`src/rtl/kswd_pkg.sv`:
```
package kswd_pkg;

    localparam int ADDR_W    = 3;
    localparam int STAGES    = 2;
    localparam int SIDX_W    = (STAGES > 1) ? $clog2(STAGES) : 1;
    localparam int LEN_W     = 3;
    localparam int RST_KINDS = 2;
    localparam int RST_CPU   = 0;
    localparam int RST_SYS   = 1;

    localparam logic [31:0] UNLOCK_KEY = 32'h50D8_3AA1;

    localparam logic [ADDR_W-1:0] A_CTRL = 3'd0;
    localparam logic [ADDR_W-1:0] A_DIV  = 3'd1;
    localparam logic [ADDR_W-1:0] A_TMO0 = 3'd2;
    localparam logic [ADDR_W-1:0] A_FEED = 3'd4;
    localparam logic [ADDR_W-1:0] A_KEY  = 3'd5;
    localparam logic [ADDR_W-1:0] A_ICLR = 3'd6;

    typedef enum logic [1:0] {
        ACT_NONE = 2'd0,
        ACT_IRQ  = 2'd1,
        ACT_CPU  = 2'd2,
        ACT_SYS  = 2'd3
    } act_e;

    typedef struct packed {
        logic [LEN_W-1:0]          sys_len;
        logic [LEN_W-1:0]          cpu_len;
        logic [STAGES-1:0][1:0]    act;
        logic                      irq_level;
        logic                      enable;
    } ctrl_t;

    function automatic int pulse_cycles(input int code, input int unit);
        return (code + 1) * unit;
    endfunction

endpackage

```
`src/rtl/kswd_regs.sv`:
```
module kswd_regs
    import kswd_pkg::*;
#(
    parameter int DATA_W = 32,
    parameter int DIV_W  = 16,
    parameter int TMO_W  = 32
) (
    input  logic                          clk,
    input  logic                          rst,
    input  logic [ADDR_W-1:0]             addr,
    input  logic [DATA_W-1:0]             wdata,
    input  logic                          we,
    output ctrl_t                         ctrl,
    output logic [DIV_W-1:0]              div,
    output logic [STAGES-1:0][TMO_W-1:0]  tmo,
    output logic                          feed_p,
    output logic                          iclr_p,
    output logic [DATA_W-1:0]             rdata
);
    localparam int CTRL_W = $bits(ctrl_t);

    logic unlocked;
    logic wr_ok;

    assign wr_ok  = we && unlocked;
    assign feed_p = wr_ok && (addr == A_FEED);
    assign iclr_p = wr_ok && (addr == A_ICLR);

    always_ff @(posedge clk) begin
        if (rst) begin
            unlocked <= 1'b0;
        end else if (we && addr == A_KEY) begin
            unlocked <= (wdata == DATA_W'(UNLOCK_KEY));
        end
    end

    always_ff @(posedge clk) begin
        if (rst) begin
            ctrl <= '0;
            div  <= '0;
            tmo  <= '0;
        end else if (wr_ok) begin
            if (addr == A_CTRL) ctrl <= ctrl_t'(wdata[CTRL_W-1:0]);
            if (addr == A_DIV)  div  <= wdata[DIV_W-1:0];
            for (int s = 0; s < STAGES; s++) begin
                if (addr == ADDR_W'(int'(A_TMO0) + s)) tmo[s] <= wdata[TMO_W-1:0];
            end
        end
    end

    always_comb begin
        rdata = '0;
        if (addr == A_CTRL) rdata[CTRL_W-1:0] = ctrl;
        if (addr == A_DIV)  rdata[DIV_W-1:0]  = div;
        for (int s = 0; s < STAGES; s++) begin
            if (addr == ADDR_W'(int'(A_TMO0) + s)) rdata[TMO_W-1:0] = tmo[s];
        end
        if (addr == A_KEY)  rdata[0] = unlocked;
    end

    // a locked control write leaves the control register untouched
    assert_locked_ctrl_R1: assert property (@(posedge clk) disable iff (rst)
        (we && !unlocked && addr == A_CTRL) |=> $stable(ctrl));

    // a wrong key always leaves the block locked
    assert_relock_R1: assert property (@(posedge clk) disable iff (rst)
        (we && addr == A_KEY && wdata != DATA_W'(UNLOCK_KEY)) |=> !unlocked);

endmodule

```
`src/rtl/kswd_tick.sv`:
```
module kswd_tick #(
    parameter int DIV_W = 16
) (
    input  logic             clk,
    input  logic             rst,
    input  logic             run,
    input  logic             clr,
    input  logic [DIV_W-1:0] div,
    output logic             tick
);
    logic [DIV_W-1:0] pre;
    logic [DIV_W-1:0] div_m1;

    assign div_m1 = (div == '0) ? '0 : div - 1'b1;
    assign tick   = run && (pre >= div_m1);

    always_ff @(posedge clk) begin
        if (rst || !run || clr) begin
            pre <= '0;
        end else if (tick) begin
            pre <= '0;
        end else begin
            pre <= pre + 1'b1;
        end
    end

    // with a divider above one and unchanged, ticks never come back to back
    assert_tick_spacing_R4: assert property (@(posedge clk) disable iff (rst)
        (tick && div > DIV_W'(1)) |=> (!tick || div != $past(div)));

endmodule

```
`src/rtl/kswd_seq.sv`:
```
module kswd_seq
    import kswd_pkg::*;
#(
    parameter int TMO_W = 32
) (
    input  logic                         clk,
    input  logic                         rst,
    input  logic                         run,
    input  logic                         clr,
    input  logic                         tick,
    input  logic [STAGES-1:0][TMO_W-1:0] tmo,
    output logic                         expire,
    output logic [SIDX_W-1:0]            stage
);
    localparam logic [SIDX_W-1:0] LAST = SIDX_W'(STAGES - 1);

    logic [TMO_W-1:0] cnt;
    logic [TMO_W-1:0] cur;
    logic [TMO_W-1:0] lim_m1;
    logic             done;

    assign cur    = tmo[stage];
    assign lim_m1 = (cur == '0) ? '0 : cur - 1'b1;
    assign expire = run && !clr && tick && !done && (cnt >= lim_m1);

    always_ff @(posedge clk) begin
        if (rst || !run || clr) begin
            cnt   <= '0;
            stage <= '0;
            done  <= 1'b0;
        end else if (expire) begin
            cnt <= '0;
            if (stage == LAST) done  <= 1'b1;
            else               stage <= stage + 1'b1;
        end else if (tick && !done) begin
            cnt <= cnt + 1'b1;
        end
    end

    // an expiring non-final stage hands over to the next with a clear count
    assert_stage_step_R3: assert property (@(posedge clk) disable iff (rst)
        (expire && stage != LAST) |=> (stage == $past(stage) + 1'b1 && cnt == '0));

    // a feed returns the sequence to stage 0 with nothing counted
    assert_feed_restart_R5: assert property (@(posedge clk) disable iff (rst)
        clr |=> (stage == '0 && cnt == '0 && !done));

    // after the final expiry the block stays put until fed or disabled
    assert_no_wrap_R10: assert property (@(posedge clk) disable iff (rst)
        (done && run && !clr) |=> (done && stage == LAST && !expire));

endmodule

```
`src/rtl/kswd_pulse.sv`:
```
module kswd_pulse
    import kswd_pkg::*;
#(
    parameter int UNIT   = 32,
    parameter int CODE_W = 3
) (
    input  logic              clk,
    input  logic              rst,
    input  logic              run,
    input  logic              fire,
    input  logic [CODE_W-1:0] code,
    output logic              pulse
);
    localparam int MAXLEN = (2 ** CODE_W) * UNIT;
    localparam int CNT_W  = $clog2(MAXLEN + 1);

    logic [CNT_W-1:0] left;
    logic [CNT_W-1:0] load;

    assign load  = CNT_W'(pulse_cycles(int'(code), UNIT));
    assign pulse = (left != '0);

    always_ff @(posedge clk) begin
        if (rst || !run) begin
            left <= '0;
        end else if (fire) begin
            left <= load;
        end else if (left != '0) begin
            left <= left - 1'b1;
        end
    end

    // a fired pulse is visible in the following cycle
    assert_fire_visible_R7: assert property (@(posedge clk) disable iff (rst)
        (fire && run) |=> pulse);

endmodule

```
`src/rtl/kswd.sv`:
```
module kswd
    import kswd_pkg::*;
#(
    parameter int DATA_W     = 32,
    parameter int DIV_W      = 16,
    parameter int TMO_W      = 32,
    parameter int PULSE_UNIT = 32
) (
    input  logic              clk,
    input  logic              rst,
    input  logic [ADDR_W-1:0] bus_addr,
    input  logic [DATA_W-1:0] bus_wdata,
    input  logic              bus_we,
    output logic [DATA_W-1:0] bus_rdata,
    output logic              irq_o,
    output logic              cpu_rst_o,
    output logic              sys_rst_o
);
    ctrl_t                        ctrl;
    logic [DIV_W-1:0]             div;
    logic [STAGES-1:0][TMO_W-1:0] tmo;
    logic                         feed_p;
    logic                         iclr_p;
    logic                         tick;
    logic                         expire;
    logic [SIDX_W-1:0]            stage;
    logic [1:0]                   cur_act;
    logic                         irq_set;
    logic                         irq_q;

    logic [RST_KINDS-1:0]            rst_fire;
    logic [RST_KINDS-1:0][LEN_W-1:0] rst_code;
    logic [RST_KINDS-1:0]            rst_out;

    kswd_regs #(.DATA_W(DATA_W), .DIV_W(DIV_W), .TMO_W(TMO_W)) u_regs (
        .clk    (clk),
        .rst    (rst),
        .addr   (bus_addr),
        .wdata  (bus_wdata),
        .we     (bus_we),
        .ctrl   (ctrl),
        .div    (div),
        .tmo    (tmo),
        .feed_p (feed_p),
        .iclr_p (iclr_p),
        .rdata  (bus_rdata)
    );

    kswd_tick #(.DIV_W(DIV_W)) u_tick (
        .clk  (clk),
        .rst  (rst),
        .run  (ctrl.enable),
        .clr  (feed_p),
        .div  (div),
        .tick (tick)
    );

    kswd_seq #(.TMO_W(TMO_W)) u_seq (
        .clk    (clk),
        .rst    (rst),
        .run    (ctrl.enable),
        .clr    (feed_p),
        .tick   (tick),
        .tmo    (tmo),
        .expire (expire),
        .stage  (stage)
    );

    assign cur_act = ctrl.act[stage];
    assign irq_set = expire && (cur_act == ACT_IRQ);

    assign rst_fire[RST_CPU] = expire && (cur_act == ACT_CPU);
    assign rst_fire[RST_SYS] = expire && (cur_act == ACT_SYS);
    assign rst_code[RST_CPU] = ctrl.cpu_len;
    assign rst_code[RST_SYS] = ctrl.sys_len;

    for (genvar k = 0; k < RST_KINDS; k++) begin : g_rst
        kswd_pulse #(.UNIT(PULSE_UNIT), .CODE_W(LEN_W)) u_pulse (
            .clk   (clk),
            .rst   (rst),
            .run   (ctrl.enable),
            .fire  (rst_fire[k]),
            .code  (rst_code[k]),
            .pulse (rst_out[k])
        );
    end

    always_ff @(posedge clk) begin
        if (rst || !ctrl.enable) begin
            irq_q <= 1'b0;
        end else if (irq_set) begin
            irq_q <= 1'b1;
        end else if (!ctrl.irq_level || iclr_p) begin
            irq_q <= 1'b0;
        end
    end

    assign irq_o     = irq_q;
    assign cpu_rst_o = rst_out[RST_CPU];
    assign sys_rst_o = rst_out[RST_SYS];

    // once enable is low, all outputs are quiet at the next cycle
    assert_disable_quiet_R6: assert property (@(posedge clk) disable iff (rst)
        !ctrl.enable |=> (!irq_o && !cpu_rst_o && !sys_rst_o));

    // a level interrupt holds until cleared or disabled
    assert_level_hold_R8: assert property (@(posedge clk) disable iff (rst)
        (ctrl.enable && ctrl.irq_level && irq_o && !iclr_p) |=> irq_o);

    // in pulse mode the interrupt lasts one cycle only
    assert_pulse_irq_R8: assert property (@(posedge clk) disable iff (rst)
        (ctrl.enable && !ctrl.irq_level && !irq_set) |=> !irq_o);

    // a clear write drops the level interrupt
    assert_irq_clear_R11: assert property (@(posedge clk) disable iff (rst)
        (iclr_p && !irq_set) |=> !irq_o);

    // a CPU reset pulse only starts after a CPU-reset expiry
    assert_cpu_cause_R2: assert property (@(posedge clk) disable iff (rst)
        $rose(cpu_rst_o) |-> $past(rst_fire[RST_CPU]));

endmodule

```
`config.mk`:
```
export PLATFORM = sky130hd
export DESIGN_NAME = kswd
export DESIGN_NICKNAME = d
export VERILOG_FILES = /design/src/rtl/kswd_pkg.sv /design/src/rtl/kswd_regs.sv /design/src/rtl/kswd_tick.sv /design/src/rtl/kswd_seq.sv /design/src/rtl/kswd_pulse.sv /design/src/rtl/kswd.sv
export SDC_FILE = /design/constraint.sdc
export NUM_CORES = 1
export LEC_CHECK = 0
export ABC_AREA = 1
export CORE_AREA = 10 10 147 149
export CTS_CLUSTER_DIAMETER = 120
export DETAILED_ROUTE_END_ITERATION = 6
export DIE_AREA = 0 0 157 159
export GPL_TIMING_DRIVEN = 1
export PLACE_DENSITY = 0.8
export SLEW_MARGIN = 10
export SYNTH_ARGS = -nofsm -noshare
export SYNTH_HDL_FRONTEND = slang
export SYNTH_HIERARCHICAL = 1
export SYNTH_SLANG_ARGS = --single-unit
```
`constraint.sdc`:
```
create_clock -name clk -period 5.65 [get_ports clk]
set_input_delay 0.8475 -clock clk [delete_from_list [all_inputs] [get_ports clk]]
set_output_delay 0.8475 -clock clk [all_outputs]
set_load 0.02 [all_outputs]
```
==> impl_metrics.prom, run 1 <==
# TYPE chip_impl_metric gauge
chip_impl_metric{name="timing.setup.tns",unit="ps"} 0
chip_impl_metric{name="maxClockFrequency",unit="MHz"} 218
chip_impl_metric{name="drcViolationCount",unit=""} 0
chip_impl_metric{name="cts.path.max_buffers",unit=""} 2
chip_impl_info{name="ctsRootBufferMaster",value="clkbuf_16"} 1
chip_impl_metric{name="finalNetCount",unit=""} 1785
chip_impl_metric{name="path_clk_slew",unit="ps"} 70
chip_impl_metric{name="grt_max_degree",unit=""} 55
chip_impl_metric{name="cts_sinks",unit=""} 162
chip_impl_metric{name="synth.cell_area",unit="µm²"} 11000
chip_impl_metric{name="final_layout_size_suffix_gt1_frac",unit=""} 0.102
chip_impl_metric{name="routed_wirelength_normalized_by_instance_count",unit="µm"} 15.4
chip_impl_metric{name="detailed_place_hpwl",unit="µm"} 22200
chip_impl_metric{name="cts_buffers",unit=""} 17
chip_impl_metric{name="core-area",unit="µm²"} 18600
chip_impl_info{name="unrepaired_setup_endpoints_after_global_routing",value="no"} 1
chip_impl_metric{name="final_antenna_net_count",unit=""} 0
chip_impl_metric{name="routed-via-count",unit=""} 10800
chip_impl_metric{name="die_h",unit="µm"} 159
chip_impl_metric{name="synthCells",unit=""} 1644
chip_impl_metric{name="finish.cell_count_without_fillers",unit=""} 1936
chip_impl_info{name="synth_top_area_cell",value="dfxtp_1"} 1
chip_impl_metric{name="ys.warnings.count",unit=""} 6
chip_impl_metric{name="synth-async-reset-ratio",unit=""} 0
chip_impl_metric{name="power.total",unit="mW"} 2.41
chip_impl_metric{name="hold_ws",unit="ps"} 462
chip_impl_metric{name="max_slew_violation_count",unit=""} 0
chip_impl_metric{name="global_route_wire_length_before_repair",unit="µm"} 48800
chip_impl_metric{name="worst_ep_arrival_time",unit="ps"} 4920
chip_impl_info{name="worstSetupPathType",value="reg2reg"} 1
chip_impl_metric{name="cts_max_level",unit=""} 4
chip_impl_metric{name="clock_network_latency_to_the_later_pin_of_the_worst_skew_pair",unit="ps"} 440
chip_impl_metric{name="cpPeakStageDelay",unit="ps"} 650
chip_impl_metric{name="routed_wl",unit="µm"} 29800
chip_impl_metric{name="pin_count",unit=""} 73
chip_impl_metric{name="cp.buffers_inverters",unit=""} 2
chip_impl_info{name="ys_dominant_reg_cell",value="dfxtp_1"} 1
chip_impl_metric{name="synth.ff_latch_count",unit=""} 162
chip_impl_metric{name="place.port_buffers",unit=""} 72
chip_impl_metric{name="period_needed",unit="ps"} 4590
chip_impl_metric{name="syn_area_per_cell",unit="µm²"} 6.71
chip_impl_metric{name="slew_headroom",unit=""} 0.237
chip_impl_info{name="cts_tree",value="built"} 1
chip_impl_metric{name="overflow_left_after_global_routing",unit=""} 0
chip_impl_metric{name="vias_in_the_first_global_route",unit=""} 9925
chip_impl_info{name="cp_common_cell",value="nand2_1"} 1
chip_impl_metric{name="vdd.ir_drop.worst",unit="mV"} 0.214
chip_impl_metric{name="worst_slew_pin_slew",unit="ps"} 1130
chip_impl_info{name="cpMaxStageDelayCell",value="nand2_1"} 1
chip_impl_info{name="post_synth_main_area_contributors",value="dfxtp_1 29%, nand2_1 15%, nor2_1 8.2%, ha_1 6.6%, inv_1 5.9%"} 1
chip_impl_metric{name="dieArea",unit="µm²"} 25000
chip_impl_metric{name="post-route-period-util",unit=""} 0.812
chip_impl_metric{name="clock_skew",unit="ps"} 19.5
chip_impl_info{name="crit_path_cell_trace",value="buf_4 -> inv_4 -> nand2_1 -> o21ai_1 -> nor2_1 -> nand2_1 -> nor3_1 -> nand4_2 -> nand3_1 -> ha_1 -> nand2_1 -> o21ai_0 -> nand2_1 -> nand3_1 -> nor2_1 -> nand2_1 -> nand2_1 -> nand2_1 -> a21oi_1"} 1
chip_impl_info{name="run_status",value="finished, final reports clean"} 1
chip_impl_info{name="worst_hold_path_type",value="reg2reg"} 1
chip_impl_info{name="critical-path-top-delay-family",value="simple AND/OR/NAND/NOR gates"} 1
chip_impl_metric{name="layout.filler_cells",unit=""} 1617
chip_impl_metric{name="post-place-cells",unit=""} 1904
chip_impl_metric{name="setup_viol",unit=""} 0
chip_impl_metric{name="grt_usage",unit=""} 0.235
chip_impl_metric{name="drtIter0Drc",unit=""} 982
chip_impl_metric{name="dieWidth",unit="µm"} 157
chip_impl_metric{name="via_per_inst",unit=""} 5.58
chip_impl_metric{name="cts-hold-fix-buffers",unit=""} 0
chip_impl_info{name="cp-start-kind",value="register"} 1
chip_impl_metric{name="hold_violations",unit=""} 0
chip_impl_metric{name="synth-edff-count",unit=""} 0
chip_impl_metric{name="antenna_found_initial",unit=""} 0
chip_impl_metric{name="cellLeakagePower",unit="nW"} 5.01
chip_impl_metric{name="post-cts-setup-buffer-count",unit=""} 0
chip_impl_info{name="critPathCaptureType",value="register"} 1
chip_impl_metric{name="initial_utilization",unit=""} 0.594
chip_impl_metric{name="synth_largest_type_area_fraction",unit=""} 0.294
chip_impl_metric{name="combined_area_of_the_multi_input_logic_cells",unit="µm²"} 6790
chip_impl_metric{name="post_cts.resized_instances",unit=""} 0
chip_impl_metric{name="synth_cell_types",unit=""} 51
chip_impl_metric{name="drv_cap",unit=""} 0
chip_impl_metric{name="critical_path_required_time",unit="ps"} 5990
chip_impl_metric{name="critPathMaxFanout",unit=""} 36
chip_impl_metric{name="synthToLayoutAreaGrowth",unit="%"} 12.2
chip_impl_metric{name="seq_area",unit="µm²"} 3240
chip_impl_metric{name="n_antenna_cell",unit=""} 0
chip_impl_metric{name="drtPass1Iterations",unit=""} 7
chip_impl_metric{name="cellPowerDensity",unit="nW/µm²"} 195
chip_impl_metric{name="gpl.final_weighted_congestion",unit=""} 0.993
chip_impl_metric{name="number_of_cell_rows",unit=""} 50
chip_impl_metric{name="synth_nets",unit=""} 1740
chip_impl_metric{name="synth-seq-area-share",unit=""} 0.294
-- area by class of cell --
cell class	instances	area share
Multi-Input combinational cell	1247	0.548
Sequential cell	162	0.262
Timing Repair Buffer	74	0.0592
Inverter	187	0.0575
Clock buffer	17	0.0344
Tap cell	234	0.0236
Clock inverter	15	0.0153
-- layer usage --
metal  GRT usage  vias up  part of all wire
met5           0        -                 0
met4      0.0760        0             0.020
met3      0.0499       48             0.076
met2       0.362      394              0.46
met1       0.318     4956              0.45
li1            -     5405                 -
-- worst paths after layout --
check / depth (start not counted) / end / startpoint / slack [ps]
worst max-delay path: 19 / u_seq/cnt[0]$_SDFFE_PP0P_ / u_seq/stage$_SDFFE_PP0P_ / 1060
worst min-delay path: 2 / u_seq/done$_SDFFE_PP0P_ / u_seq/done$_SDFFE_PP0P_ / 460
worst max register to register: 19 / u_seq/cnt[0]$_SDFFE_PP0P_ / u_seq/stage$_SDFFE_PP0P_ / 1060
worst min register to register: 2 / u_seq/done$_SDFFE_PP0P_ / u_seq/done$_SDFFE_PP0P_ / 460
-- logic make-up (layout without fill, tap and decap cells) --
group,after synthesis,after routing,share of synthesized area
flip-flops,162,162,0.294
buffers and inverters,235,293,0.0908
AO/OA/AOI/OAI,203,203,0.132
adder cells (fa/ha/maj),58,58,0.0658
AND/OR/NAND/NOR,934,934,0.376
XOR/XNOR,52,52,0.0413
-- report_power, final --
part | switching (mW) | internal, mW | total [mW] | leakage, nW
Combinational | 0.0491 | 0.0274 | 0.0765 | 3.41
Clock | 0.556 | 0.638 | 1.19 | 0.296
Sequential | 0.00000000000215 | 1.14 | 1.14 | 1.30
Total | 0.605 | 1.81 | 2.41 | 5.01
-- cell usage after synthesis, drive strengths merged (19+ instances only) --
library cell / n
a211oi: 63
nor3: 22
inv: 183
buf: 32
xnor2: 19
dfxtp: 162
nand2: 485
nand4: 27
ha: 58
xor2: 33
nand3: 89
a21oi: 84
nor2: 283
-- per-stage QoR --
step           instance area (µm²)  utilization  worst slack (ps)
2_1_floorplan                11000            -              2050
3_3_place_gp                 11800        0.633              1210
3_5_place_dp                 11800        0.633              1130
4_1_cts                      12400        0.667              1110
5_1_grt                      12400        0.667               491
6_report                     12400        0.667              1060
-- sequential cells by signal, indices dropped and copies added (netlist names) --
register,cells
g_rst.u_pulse/left,18
irq_o,1
u_regs/ctrl,12
u_regs/div,16
u_regs/tmo,64
u_regs/unlocked,1
u_seq/cnt,32
u_seq/done,1
u_seq/stage,1
u_tick/pre,16
-- tightest hold or removal path: cells and delay by family (launching register included) --
kind | cells | cell delay [ps]
compound gates | 1 | 60
flops | 1 | 300
buf+inv | 1 | 60
-- layout by cell type (no fill, tap or decap), drive strengths merged --
cell	count
a31o	2
inv	191
nand4	27
and2	1
xor2	33
a21oi	84
o21ai	16
o21bai	3
nor4	5
clkinvlp	1
clkinv	9
a31oi	1
ha	58
clkdlybuf4s50	71
or2	14
nor3b	2
a21o	2
buf	3
xnor2	19
a22o	16
o211ai	1
a211oi	63
clkbuf	17
dfxtp	162
nor3	22
nand3	89
nand2	485
bufinv	1
nor2	283
o2111ai	12
o21a	3
nand3b	6
Note: power is estimated with default switching activity, not from simulation.
==> run 2, diff against run 1 <==
--- a/config.mk
+++ b/config.mk
@@ -6,12 +6,12 @@
 export NUM_CORES = 1
 export LEC_CHECK = 0
 export ABC_AREA = 1
-export CORE_AREA = 10 10 147 149
+export CORE_AREA = 10 10 153 155
 export CTS_CLUSTER_DIAMETER = 120
 export DETAILED_ROUTE_END_ITERATION = 6
-export DIE_AREA = 0 0 157 159
+export DIE_AREA = 0 0 163 165
 export GPL_TIMING_DRIVEN = 1
-export PLACE_DENSITY = 0.8
+export PLACE_DENSITY = 0.77
 export SLEW_MARGIN = 10
 export SYNTH_ARGS = -nofsm -noshare
 export SYNTH_HDL_FRONTEND = slang
==> constraint.sdc (replaced) <==
create_clock -name clk -period 4 [get_ports clk]
set_input_delay 0.6 -clock clk [delete_from_list [all_inputs] [get_ports clk]]
set_output_delay 0.6 -clock clk [all_outputs]
set_load 0.02 [all_outputs]
==> run 2 against run 1 <==
Compared with the run above: routed wire length up 1.3%; die area up 7.7%; final area up 2.7%; combinational power up 48%; sequential cell count unchanged; clock skew up 1.9 ps; largest cell class unchanged; largest power group unchanged; highest routed layer unchanged.
==> impl_metrics.prom, run 2 (synthesized netlist as in run 1, its figures left out) <==
# TYPE chip_impl_metric gauge
chip_impl_metric{name="finalCoreUtilization",unit=""} 0.631
chip_impl_metric{name="vdd.ir_drop.worst",unit="mV"} 0.248
chip_impl_metric{name="routed_wl",unit="µm"} 30200
chip_impl_metric{name="setup_viol",unit=""} 0
chip_impl_info{name="regMostFlops",value="u_regs/tmo"} 1
chip_impl_metric{name="cellLeakagePower",unit="nW"} 5.13
chip_impl_metric{name="cellPowerDensity",unit="nW/µm²"} 264
chip_impl_metric{name="routed_wirelength_normalized_by_instance_count",unit="µm"} 15.2
chip_impl_info{name="timing.rr.start",value="u_seq/stage$_SDFFE_PP0P_"} 1
chip_impl_info{name="run_status",value="finished, final reports clean"} 1
chip_impl_metric{name="intPower",unit="mW"} 2.49
chip_impl_metric{name="overflow_left_after_global_routing",unit=""} 0
chip_impl_metric{name="worst_ep_arrival_time",unit="ps"} 4040
chip_impl_info{name="cts_tree",value="built"} 1
chip_impl_metric{name="final_layout_size_suffix_gt1_frac",unit=""} 0.126
chip_impl_metric{name="slew_headroom",unit=""} 0.524
chip_impl_metric{name="detailed_place_hpwl",unit="µm"} 22600
chip_impl_info{name="unrepaired_setup_endpoints_after_global_routing",value="yes"} 1
chip_impl_metric{name="clock_network_latency_to_the_later_pin_of_the_worst_skew_pair",unit="ps"} 450
chip_impl_metric{name="core-area",unit="µm²"} 20200
chip_impl_metric{name="cts-hold-fix-buffers",unit=""} 0
chip_impl_metric{name="max_slew_violation_count",unit=""} 0
chip_impl_metric{name="switchingPower",unit="mW"} 0.870
chip_impl_metric{name="timing.setup.tns",unit="ps"} 0
chip_impl_metric{name="cts_sinks",unit=""} 162
chip_impl_info{name="most_common_cell_after_layout_fill_and_taps_aside",value="nand2_1"} 1
chip_impl_info{name="critPathCaptureType",value="register"} 1
chip_impl_metric{name="drcViolationCount",unit=""} 0
chip_impl_metric{name="largest_reg_flops",unit=""} 64
chip_impl_metric{name="layout.filler_cells",unit=""} 1862
chip_impl_metric{name="dieArea",unit="µm²"} 26900
chip_impl_metric{name="synthToLayoutAreaGrowth",unit="%"} 15.3
chip_impl_metric{name="clock_skew",unit="ps"} 21.4
chip_impl_info{name="ctsRootBufferMaster",value="clkbuf_16"} 1
chip_impl_metric{name="global_route_wire_length_before_repair",unit="µm"} 49200
chip_impl_info{name="layout.cells.most_common_list",value="448 x nand2_1, 235 x nor2_1, 172 x inv_1"} 1
chip_impl_metric{name="period_needed",unit="ps"} 3710
chip_impl_metric{name="power.total",unit="mW"} 3.36
chip_impl_info{name="critical_path.reg2reg.endpoint",value="g_rst[1].u_pulse/left[1]$_SDFFE_PP0P_"} 1
chip_impl_metric{name="finalNetCount",unit=""} 1804
chip_impl_metric{name="p_sw_frac",unit=""} 0.259
chip_impl_info{name="largest_registers_ranked_by_flip_flop_count",value="u_regs/tmo: 64 flops, u_seq/cnt: 32 flops, g_rst.u_pulse/left: 18 flops"} 1
chip_impl_metric{name="drtPass1Iterations",unit=""} 6
chip_impl_metric{name="routed-via-count",unit=""} 10800
chip_impl_metric{name="sequential_group_share_of_total_power",unit=""} 0.479
chip_impl_metric{name="grt_usage",unit=""} 0.222
chip_impl_metric{name="post-route-period-util",unit=""} 0.929
chip_impl_metric{name="place.port_buffers",unit=""} 72
chip_impl_metric{name="grt_max_degree",unit=""} 57
chip_impl_metric{name="final_antenna_net_count",unit=""} 0
chip_impl_info{name="min_delay_worst_endpoint",value="g_rst[1].u_pulse/left[0]$_SDFFE_PP0P_"} 1
chip_impl_info{name="cpMaxStageDelayCell",value="dfxtp_4"} 1
chip_impl_metric{name="maxClockFrequency",unit="MHz"} 269
chip_impl_metric{name="via_per_inst",unit=""} 5.44
chip_impl_metric{name="ff2ff_path_depth",unit=""} 28
chip_impl_metric{name="critPathMaxFanout",unit=""} 17
chip_impl_info{name="hold_path.startpoint",value="g_rst[1].u_pulse/left[0]$_SDFFE_PP0P_"} 1
chip_impl_metric{name="cts_max_level",unit=""} 4
chip_impl_metric{name="path_clk_slew",unit="ps"} 70
chip_impl_metric{name="initial_utilization",unit=""} 0.547
chip_impl_metric{name="pin_count",unit=""} 73
chip_impl_metric{name="worst_slew_pin_slew",unit="ps"} 714
chip_impl_info{name="worst_hold_path_type",value="reg2reg"} 1
chip_impl_metric{name="power.share.combinational",unit=""} 0.034
chip_impl_metric{name="cts.path.max_buffers",unit=""} 2
chip_impl_metric{name="number_of_cell_rows",unit=""} 52
chip_impl_metric{name="dieWidth",unit="µm"} 163
chip_impl_info{name="cp-start-kind",value="register"} 1
chip_impl_metric{name="antenna_found_initial",unit=""} 0
chip_impl_info{name="critical-path-top-delay-family",value="simple AND/OR/NAND/NOR gates"} 1
chip_impl_info{name="cp_common_cell",value="nand2_1"} 1
chip_impl_metric{name="n_antenna_cell",unit=""} 0
chip_impl_metric{name="die_h",unit="µm"} 165
chip_impl_metric{name="critical_path_required_time",unit="ps"} 4330
chip_impl_metric{name="setup.reg_to_reg.worst_slack",unit="ps"} 290
chip_impl_metric{name="hold_ws",unit="ps"} 466
chip_impl_info{name="worstSetupPathType",value="reg2reg"} 1
chip_impl_metric{name="hold_path_depth",unit=""} 2
chip_impl_metric{name="drtIter0Drc",unit=""} 917
chip_impl_metric{name="cts_buffers",unit=""} 17
chip_impl_metric{name="gpl.final_weighted_congestion",unit=""} 0.950
chip_impl_metric{name="p_clk_frac",unit=""} 0.487
chip_impl_metric{name="cp.buffers_inverters",unit=""} 4
chip_impl_metric{name="vias_in_the_first_global_route",unit=""} 10000
chip_impl_metric{name="hold_violations",unit=""} 0
chip_impl_metric{name="drv_cap",unit=""} 0
chip_impl_metric{name="cpPeakStageDelay",unit="ps"} 370
## run 2: cell count changes in the layout (fill, tap and decap cells not counted), sizes merged
| cell | change |
|---|---|
| buf | +19 |
| bufinv | -1 |
| inv | +1 |
## run 2: worst max-delay path by stage
| stage | cells after the start | slack [ps] | end | startpoint |
|---|---|---|---|---|
| floorplan | 30 | 400 | g_rst[1].u_pulse/left[5]$_SDFFE_PP0P_ | u_seq/stage$_SDFFE_PP0P_ |
| global placement | 29 | 130 | g_rst[1].u_pulse/left[5]$_SDFFE_PP0P_ | u_seq/stage$_SDFFE_PP0P_ |
| detailed placement | 29 | 20 | g_rst[1].u_pulse/left[5]$_SDFFE_PP0P_ | u_seq/stage$_SDFFE_PP0P_ |
| CTS | 29 | 110 | g_rst[0].u_pulse/left[5]$_SDFFE_PP0P_ | u_seq/stage$_SDFFE_PP0P_ |
| global route | 29 | -50 | g_rst[1].u_pulse/left[5]$_SDFFE_PP0P_ | u_seq/stage$_SDFFE_PP0P_ |
| finish | 28 | 290 | g_rst[1].u_pulse/left[1]$_SDFFE_PP0P_ | u_seq/stage$_SDFFE_PP0P_ |
## run 2: worst register-to-register path, delay by kind of cell (launching register included)
family	cells	cell delay [ps]
compound gates	4	410
fa+ha+maj	1	290
buf+inv	4	510
flops	1	370
simple gates	19	2020
## run 2: metrics by stage
step / area [µm²] / worst slack [ps] / std cells
after floorplan: 11000 / 404 / 1644
after global placement: 12000 / 130 / 1957
after detailed placement: 12000 / 19.4 / 1957
after CTS: 12600 / 108 / 1989
after global routing: 12700 / -45.7 / 1991
final: 12700 / 286 / 1991
## run 2: area by class of cell
type	count	area, µm²	area share
Tap cell	270	338	0.0266
Sequential cell	162	3250	0.255
Clock buffer	17	425	0.0334
Clock inverter	15	161	0.0127
Multi-Input combinational cell	1247	6900	0.542
Inverter	187	712	0.0560
Timing Repair Buffer	93	938	0.0738
## run 2: repair_timing
item / CTS / global route
buffers inserted: 0 / 2
resized for setup: 1 / 32
endpoints found under the hold margin: 0 / 0
pin swaps: 0 / 8
cloned: 0 / 0
endpoints found under the setup margin: 2 / 50
## run 2: power groups by stage
stage / sequential (mW) / clock (mW) / combinational, mW
after global placement: 1.65 / 0 / 0.110
after detailed placement: 1.65 / 0 / 0.110
final: 1.61 / 1.64 / 0.113
after CTS: 1.61 / 1.66 / 0.111
after floorplan: 1.65 / 0 / 0.0452
after global routing: 1.61 / 1.72 / 0.119
## run 2: per-layer routing
layer	GRT usage	part of all wire	wire length (µm)
met2	0.357	0.46	13900
met3	0.0339	0.063	1900
met1	0.299	0.46	13900
met4	0.0705	0.021	627
met5	0	0	0
